[src/rtl/sbus_pkg.sv]
package sbus_pkg;

  localparam logic [3:0] OPC_ADD = 4'b0001;
  localparam logic [3:0] OPC_LDR = 4'b0110;

  typedef enum logic [3:0] {
    ST_FET_ADR, ST_FET_RD, ST_FET_IR, ST_FET_INC,
    ST_ADD_EX,  ST_LDR_ADR, ST_LDR_RD, ST_LDR_WB
  } state_e;

  typedef enum logic [1:0] {ALU_ADD, ALU_AND, ALU_NOT} alu_op_e;

  typedef struct packed {
    logic    gate_pc;
    logic    gate_alu;
    logic    gate_mdr;
    logic    ld_mar;
    logic    ld_mdr;
    logic    ld_ir;
    logic    ld_pc;
    logic    ld_reg;
    logic    b_imm;
    alu_op_e alu_op;
    logic    mem_req;
  } ctrl_t;

endpackage

[src/rtl/sbus_alu.sv]
module sbus_alu
  import sbus_pkg::*;
#(
  parameter int unsigned DW = 16
) (
  input  logic [DW-1:0] a_i,
  input  logic [DW-1:0] b_i,
  input  alu_op_e       op_i,
  output logic [DW-1:0] y_o
);
  always_comb begin
    unique case (op_i)
      ALU_AND: y_o = a_i & b_i;
      ALU_NOT: y_o = ~a_i;
      default: y_o = a_i + b_i;
    endcase
  end
endmodule

[src/rtl/sbus_regfile.sv]
module sbus_regfile #(
  parameter int unsigned DW   = 16,
  parameter int unsigned NREG = 8,
  localparam int unsigned AW  = $clog2(NREG)
) (
  input  logic          clk_i,
  input  logic          rst_ni,
  input  logic [AW-1:0] ra_i,
  input  logic [AW-1:0] rb_i,
  input  logic [AW-1:0] wa_i,
  input  logic          we_i,
  input  logic [DW-1:0] wd_i,
  output logic [DW-1:0] rda_o,
  output logic [DW-1:0] rdb_o
);
  logic [DW-1:0] regs_q [NREG];

  for (genvar g = 0; g < NREG; g++) begin : g_reg
    always_ff @(posedge clk_i or negedge rst_ni) begin
      if (!rst_ni)                        regs_q[g] <= '0;
      else if (we_i && wa_i == AW'(g))    regs_q[g] <= wd_i;
    end
  end

  assign rda_o = regs_q[ra_i];
  assign rdb_o = regs_q[rb_i];
endmodule

[src/rtl/sbus_ctrl.sv]
module sbus_ctrl
  import sbus_pkg::*;
(
  input  logic       clk_i,
  input  logic       rst_ni,
  input  logic [3:0] opcode_i,
  input  logic       mem_valid_i,
  output ctrl_t      ctl_o
);
  state_e st_q, st_d;

  always_ff @(posedge clk_i or negedge rst_ni) begin
    if (!rst_ni) st_q <= ST_FET_ADR;
    else         st_q <= st_d;
  end

  always_comb begin
    ctl_o  = '0;
    ctl_o.alu_op = ALU_ADD;
    st_d   = st_q;
    unique case (st_q)
      ST_FET_ADR: begin ctl_o.gate_pc = 1'b1; ctl_o.ld_mar = 1'b1; st_d = ST_FET_RD; end
      ST_FET_RD: begin
        ctl_o.mem_req = 1'b1;
        if (mem_valid_i) begin ctl_o.ld_mdr = 1'b1; st_d = ST_FET_IR; end
      end
      ST_FET_IR:  begin ctl_o.gate_mdr = 1'b1; ctl_o.ld_ir = 1'b1; st_d = ST_FET_INC; end
      ST_FET_INC: begin
        ctl_o.ld_pc = 1'b1;
        // IR already holds the new word here
        unique case (opcode_i)
          OPC_ADD: st_d = ST_ADD_EX;
          OPC_LDR: st_d = ST_LDR_ADR;
          default: st_d = ST_FET_ADR;
        endcase
      end
      ST_ADD_EX:  begin ctl_o.gate_alu = 1'b1; ctl_o.ld_reg = 1'b1; st_d = ST_FET_ADR; end
      ST_LDR_ADR: begin
        ctl_o.gate_alu = 1'b1; ctl_o.b_imm = 1'b1; ctl_o.ld_mar = 1'b1; st_d = ST_LDR_RD;
      end
      ST_LDR_RD: begin
        ctl_o.mem_req = 1'b1;
        if (mem_valid_i) begin ctl_o.ld_mdr = 1'b1; st_d = ST_LDR_WB; end
      end
      ST_LDR_WB:  begin ctl_o.gate_mdr = 1'b1; ctl_o.ld_reg = 1'b1; st_d = ST_FET_ADR; end
      default:    st_d = ST_FET_ADR;
    endcase
  end
endmodule

[src/rtl/sbus_core.sv]
module sbus_core
  import sbus_pkg::*;
#(
  parameter int unsigned DW   = 16,
  parameter int unsigned NREG = 8,
  parameter int unsigned CW   = 32,
  localparam int unsigned AW  = $clog2(NREG)
) (
  input  logic          clk_i,
  input  logic          rst_ni,
  output logic          mem_req_o,
  output logic [DW-1:0] mem_addr_o,
  input  logic [DW-1:0] mem_rdata_i,
  input  logic          mem_valid_i,
  output logic [DW-1:0] bus_o,
  output logic          rf_we_o,
  output logic [AW-1:0] rf_waddr_o,
  output logic [DW-1:0] pc_o,
  output logic [CW-1:0] cycle_cnt_o
);
  ctrl_t         ctl;
  logic [DW-1:0] pc_q, ir_q, mar_q, mdr_q, bus;
  logic [DW-1:0] rda, rdb, alu_b, alu_y, sext_off;
  logic [CW-1:0] cnt_q;
  logic          gate_pc, gate_alu, gate_mdr;

  sbus_ctrl u_ctrl (
    .clk_i, .rst_ni, .opcode_i(ir_q[15:12]), .mem_valid_i, .ctl_o(ctl)
  );

  sbus_regfile #(.DW(DW), .NREG(NREG)) u_rf (
    .clk_i, .rst_ni,
    .ra_i(ir_q[8:6]), .rb_i(ir_q[2:0]), .wa_i(ir_q[11:9]),
    .we_i(ctl.ld_reg), .wd_i(bus), .rda_o(rda), .rdb_o(rdb)
  );

  assign sext_off = {{(DW-6){ir_q[5]}}, ir_q[5:0]};
  assign alu_b    = ctl.b_imm ? sext_off : rdb;

  sbus_alu #(.DW(DW)) u_alu (.a_i(rda), .b_i(alu_b), .op_i(ctl.alu_op), .y_o(alu_y));

  assign gate_pc  = ctl.gate_pc;
  assign gate_alu = ctl.gate_alu;
  assign gate_mdr = ctl.gate_mdr;

  // AND-OR bus: undriven reads as zero
  assign bus = ({DW{gate_pc}} & pc_q) | ({DW{gate_alu}} & alu_y) | ({DW{gate_mdr}} & mdr_q);

  always_ff @(posedge clk_i or negedge rst_ni) begin
    if (!rst_ni) begin
      pc_q  <= '0;
      ir_q  <= '0;
      mar_q <= '0;
      mdr_q <= '0;
      cnt_q <= '0;
    end else begin
      cnt_q <= cnt_q + CW'(1);
      if (ctl.ld_pc)  pc_q  <= pc_q + DW'(1);
      if (ctl.ld_ir)  ir_q  <= bus;
      if (ctl.ld_mar) mar_q <= bus;
      if (ctl.ld_mdr) mdr_q <= mem_rdata_i;
    end
  end

  assign mem_req_o   = ctl.mem_req;
  assign mem_addr_o  = mar_q;
  assign bus_o       = bus;
  assign rf_we_o     = ctl.ld_reg;
  assign rf_waddr_o  = ir_q[11:9];
  assign pc_o        = pc_q;
  assign cycle_cnt_o = cnt_q;
endmodule

[config.mk]
export PLATFORM = sky130hd
export DESIGN_NAME = sbus_core
export DESIGN_NICKNAME = d
export VERILOG_FILES = /design/src/rtl/sbus_pkg.sv /design/src/rtl/sbus_alu.sv /design/src/rtl/sbus_regfile.sv /design/src/rtl/sbus_ctrl.sv /design/src/rtl/sbus_core.sv
export SDC_FILE = /design/constraint.sdc
export NUM_CORES = 1
export LEC_CHECK = 0
export BUFFER_PORTS_ARGS = -buffer_cell sky130_fd_sc_hd__buf_2
export CAP_MARGIN = 20
export CORE_MARGIN = 1.5
export CORE_UTILIZATION = 55
export DETAILED_ROUTE_END_ITERATION = 10
export PLACE_DENSITY = 0.77
export SETUP_SLACK_MARGIN = 0.3
export SYNTH_ARGS = -nofsm -noshare
export SYNTH_HDL_FRONTEND = slang
export SYNTH_SLANG_ARGS = --single-unit
[constraint.sdc]
create_clock -name clk_i -period 4.4 [get_ports clk_i]
set_input_delay 1.1 -clock clk_i [delete_from_list [all_inputs] [get_ports clk_i]]
set_output_delay 1.1 -clock clk_i [all_outputs]
set_load 0.005 [all_outputs]
# --- Yosys cells after proc, flatten, opt, wreduce, memory -nomap -nowiden ---
# Index checks and enable logic that the tools add are counted.
totals:
  register_bits: 228
  in_bits: 19
  out_inout_bits: 85
  elab_cells: 82
classes:
  add_sub_neg: 3
  magnitude_cmp: 2
  n_eq_ne: 18
  mux: 22
  n_bitwise: 7
  n_reduce_logical: 16
op_table:
  columns: ["operator", "count"]
  rows:
  - ["$bmux 16 s3", 2]
  - ["$mux 16", 5]
  - ["$and 16x16->16", 3]
  - ["$add 32x1->32 const B", 1]
  - ["$or 16x16->16", 2]
  - ["$pmux 4 s6", 1]
  - ["$eq 4x3->1 const B", 5]
  - ["$add 16x1->16 const B", 1]
  - ["$add 16x16->16", 1]
  - ["$eq 3x3->1 const B", 4]
  - ["$mux 1", 11]
  - ["$reduce_or 2->1", 5]
  - ["$eq 4x1->1 const B", 2]
  - ["$eq 4x2->1 const B", 2]
  - ["$ge 4x4->1 const B", 2]
  - ["$logic_and 1x1->1", 8]
  - ["$mux 4", 2]
  - ["$not 3->4", 2]
  - ["$eq 3x2->1 const B", 2]
  - ["$pmux 3 s2", 1]
  - ["$logic_not 4->1", 1]
  - ["$ne 2x2->1 const B", 2]
  - ["$eq 3x1->1 const B", 1]
  - ["$logic_not 3->1", 1]
  - ["$reduce_and 2->1", 1]

# --- Longest topological paths before layout ---
logic_depth:
  word_depth: 9
  depth_mapped: 17
  depth_no_buf: 14

# --- By module ---
# A second synthesis with hierarchy kept.
unflattened:
  hier_cells: 972
  hier_area_um2: 12557.0
modules_own_cells:
  columns: ["mod", "n_inst", "cells_per_inst", "area_per_inst_um2", "seq_area_each_um2"]
  rows:
  - ["sbus_regfile", 1, 393, 7000.5, 3203.1]
  - ["sbus_core", 1, 384, 4254.1, 2402.3]
  - ["sbus_alu", 1, 158, 1004.7, 0.0]
  - ["sbus_ctrl", 1, 37, 297.8, 75.1]

# --- Worst setup path before layout ---
# Ideal clock, no wire load.
synth_path:
  path_kind: "reg-to-output"
  startpoint: "register ir_q[0]"
  endpoint: "output port bus_o[10]"
  arrival_time_ps: 3412
  t_required_ps: 3300
  slack_ps: -112
  stages_incl_launch_ff: 13
  cell_sequence: "dfrtp_1 clkbuf_1 buf_1 mux4_2 o21ai_0 o21ai_0 ha_1 nor2b_1 o21bai_1 a21oi_1 o21ai_0 xnor2_1 o21ai_0"
synth_between:
  elab_chain_len: 9
synth_lines:
  columns: ["element", "line_no", "rtl"]
  rows:
  - ["from (decl)", "sbus_core.sv:22", "logic [DW-1:0] pc_q, ir_q, mar_q, mdr_q, bus;"]
  - ["from (signal assigned)", "sbus_core.sv:59", "if (ctl.ld_ir) ir_q <= bus;"]
  - ["$not 3->4 (not written as such)", "sbus_regfile.sv:26", "assign rdb_o = regs_q[rb_i];"]
  - ["$bmux 16 s3", "sbus_regfile.sv:26", null]
  - ["$mux 16 (not written as such) (2 in a row)", "sbus_regfile.sv:26", null]
  - ["$mux 16 *", "sbus_core.sv:38", "assign alu_b = ctl.b_imm ? sext_off : rdb;"]
  - ["$add 16x16->16 *", "sbus_alu.sv:15", "default: y_o = a_i + b_i;"]
  - ["$and 16x16->16 *", "sbus_core.sv:47", "assign bus = ({DW{gate_pc}} & pc_q) | ({DW{gate_alu}} & alu_y) | ({DW{gate_mdr}} & mdr_q);"]
  - ["$or 16x16->16 * (2 in a row)", "sbus_core.sv:47", null]
  - ["to (decl)", "sbus_core.sv:15", "output logic [DW-1:0] bus_o,"]
# Every way passes the cells marked *; elsewhere a longest branch is shown, timed or not. The select of a mux whose other input is x is not followed.

# --- Worst setup path after layout ---
layout_path:
  startpoint: "register ir_q[6]"
  endpoint: "output port bus_o[5]"
layout_between:
  elab_chain_len: 8
layout_lines:
  columns: ["element", "line_no", "rtl"]
  rows:
  - ["$not 3->4 (not written as such)", "sbus_regfile.sv:25", "assign rda_o = regs_q[ra_i];"]
  - ["$bmux 16 s3", "sbus_regfile.sv:25", null]
  - ["$mux 16 (not written as such) (2 in a row)", "sbus_regfile.sv:25", null]
  - ["$add 16x16->16", "sbus_alu.sv:15", null]
  - ["$and 16x16->16", "sbus_core.sv:47", null]
  - ["$or 16x16->16 (2 in a row)", "sbus_core.sv:47", null]
# Every way passes these cells. The select of a mux whose other input is x is not followed.

==> out/results.ini <==
[worst_setup_path]
arrival_ns=3.61
worst-path-buf-inv=6
worstRegToRegCells=16
crit_family=compound AO/OA/AOI/OAI gates
start_kind=register
cp.required_ns=3.30
cpMaxStageDelayCell=mux4_2
crit_chain=buf_12 -> buf_12 -> mux4_2 -> mux2i_4 -> inv_2 -> ha_1 -> a21oi_4 -> a21oi_2 -> or3_1 -> a32o_1 -> a21oi_2 -> buf_6 -> inv_2 -> buf_2
r2r-end=u_rf.regs_q[56]$_DFFE_PN0P_
critPathCaptureType=output port
cp_max_fo=6
reg2reg_setup_slack_ns=0.89
r2r-start=ir_q[6]$_DFFE_PN0P_
crit_type=reg2out
critPathMaxStageDelay_ns=0.53

[clock_network]
numCtsBuffers=24
htree_num_levels=1
root_buffer=clkbuf_16
cts_max_path_buffers=3
clkTransAtPathRegs_ns=0.06
clock_sinks=227
tritoncts=built
clock_latency_ns=0.53

[pwr]
vdd_drop_max_mv=0.379
p_comb_frac=0.413
power.total_mw=8.27
p_clk_frac=0.251
p_sw_frac=0.365
p_leak_nw=6.63
powerDensity_mw_per_mm2=560
intPower_mw=5.26
pwr-share-seq=0.336
p_switching_mw=3.02

[hold_path]
holdPathStages=1
hp-start=cycle_cnt_o[31]$_DFF_PN0_
min_to=cycle_cnt_o[31]$_DFF_PN0_
hold_class=reg2reg

[placed_design]
pre_cts_ws_ns=0.0777
dp.final_hpwl_um=21700
gp_congestion=0.917
place_area_mm2=0.0132
place.port_buffers=103

[synth]
yosysTopAreaCellShare=0.470
synth_area_leaders=dfrtp_1 47%, mux4_2 12%, o21ai_0 5.8%, nand2_1 5.4%, mux2_2 4.9%
avgSynthCellArea_um2=10.6
synth_nets=1183
synthTopCellsByCount=227 x dfrtp_1, 175 x nand2_1, 139 x o21ai_0
yosys.cell_types.count=55
netlist_area_mm2=0.0121
synth_largest_area_cell=dfrtp_1
yosysWarnings=0
seq_area_frac_synth=0.470
synth_ff_type=dfrtp_1
synth-seq-cells=227
netlist_instances=1146
async_reset_ff_frac=1.00
yosysMostFrequentCell=dfrtp_1
synth-edff-count=0

[run_status]
status=complete, but fails checks
failed_checks=setup timing

[floorplanning]
ioPinCount=104
die_h_um=151
start_util=0.558
die_area_mm2=0.0229
core_area_mm2=0.0217
rows=54
die_width_um=151

[route]
firstDrtPassIters=5
antenna_left=0
vias_per_cell=6.29
vias=9964
drtIter0Drc=783
drc=0
wl_um=33500
drt-wirelength-per-cell_um=21.2

[global_route]
overflow=0
antenna_found_initial=0
grt_first_pass_wirelength_um=52500
grt_pass1_vias=9808
grt_max_degree=109
track_usage=0.299

[finish]
area_growth_pct=22.2
fin_nets=1325
multi_input_area_mm2=0.00642
sequential_cell_area_mm2=0.00568
fin_util=0.681
n_fill_cell=1485
finalInstanceArea_mm2=0.0148
final_layout_size_suffix_gt1_frac=0.332
diodes=0

[timing]
fin_ws_ns=-0.313
final.period_utilization=1.07
setup_violations=13
fin_crit_ns=4.71
slew_headroom=0.258
tightest_slew_ns=1.11
whs_ns=0.480
hold_viol=0
fmax_mhz=212
grt_setup_unrepaired=true
finalMaxSlewViolations=0
fin_skew_ns=0.0148

[run]
max-cap-violations=0

==> cells in the final DEF (no fill, tap or decap), types with 5 or more instances in the layout <==
cell type,n
buf_6,6
buf_12,8
ha_4,10
xor2_1,15
and4_1,5
nand4_1,11
nor3_1,6
o31ai_1,8
mux2_2,48
o21ai_1,9
and2_1,5
buf_2,99
clkbuf_16,24
nand2_1,174
nor2_1,59
xnor2_1,35
inv_1,21
ha_1,5
or3_1,5
mux2_4,5
clkbuf_8,6
o21ai_0,127
dfrtp_1,224
buf_4,82
nand3_1,24
mux2i_1,26
a21o_1,6
a31oi_1,9
a21oi_2,15
a21oi_1,57
mux4_2,64
and3_1,5
==> worst max-delay path by stage <==
stage,start,to,slack (ns),cells after the start
5_1_grt,ir_q[0]$_DFFE_PN0P_,bus_o[5],-0.42,14
6_report,ir_q[6]$_DFFE_PN0P_,bus_o[5],-0.31,14
2_1_floorplan,u_ctrl.st_q[0]$_DFFE_PN0P_,bus_o[10],0.23,15
4_1_cts,ir_q[6]$_DFFE_PN0P_,bus_o[8],-0.31,15
3_5_place_dp,ir_q[6]$_DFFE_PN0P_,bus_o[7],0.08,12
3_3_place_gp,ir_q[6]$_DFFE_PN0P_,bus_o[9],0.12,11
==> cell families (layout without fill, tap and decap cells) <==
| logic type | after synthesis | count (layout) | share of synthesized area |
|---|---|---|---|
| multiplexers | 149 | 149 | 0.195 |
| XOR/XNOR | 53 | 53 | 0.0384 |
| AND/OR/NAND/NOR | 326 | 326 | 0.119 |
| AO/OA/AOI/OAI | 264 | 264 | 0.122 |
| buffers and inverters | 109 | 268 | 0.0366 |
| flip-flops | 227 | 227 | 0.470 |
| adder cells (fa/ha/maj) | 18 | 18 | 0.0192 |
==> state kept, by name, summed over array words and instances, names as in the netlist <==
register and count:
u_ctrl.st_q 3, mem_addr_o 16, cycle_cnt_o 32, pc_o 16, ir_q 16, mdr_q 16, u_rf.regs_q 128
==> per-stage QoR <==
| stage | std cells | TNS [ns] |
|---|---|---|
| 6_report | 1585 | -3.23 |
| 4_1_cts | 1576 | -2.68 |
| 2_1_floorplan | 1146 | 0 |
| 3_5_place_dp | 1513 | 0 |
| 3_3_place_gp | 1513 | 0 |
| 5_1_grt | 1585 | -4.65 |
==> cell type report <==
| type | instances | share of cell area |
|---|---|---|
| clock buffers | 34 | 0.0472 |
| clock inverters | 9 | 0.00753 |
| inverters | 26 | 0.00677 |
| multi-input cells | 810 | 0.435 |
| flip-flops and latches | 227 | 0.385 |
| well taps | 280 | 0.0237 |
| repair buffers | 199 | 0.0955 |
==> metal layers <==
layer,part of all wire,up-vias,track usage
li1,-,4374,-
met1,0.40,5027,0.393
met2,0.48,472,0.486
met3,0.080,91,0.0551
met4,0.040,0,0.127
met5,0,-,0
==> power by group through the flow <==
stage	Sequential, mW	Combinational [mW]	Clock (mW)
finish	2.78	3.42	2.08
global route	2.82	3.65	2.16
CTS	2.76	3.24	2.10
detailed placement	2.78	2.88	0
global placement	2.76	2.83	0
floorplan	2.64	2.05	0
==> what timing repair did <==
action | in CTS | in global routing
pin swaps | 31 | 14
setup buffers | 19 | 9
endpoints found under the setup margin | 16 | 16
resized for setup | 81 | 36
gates cloned | 1 | 0
hold buffers | 0 | 0
(Power assumes the default switching activity.)
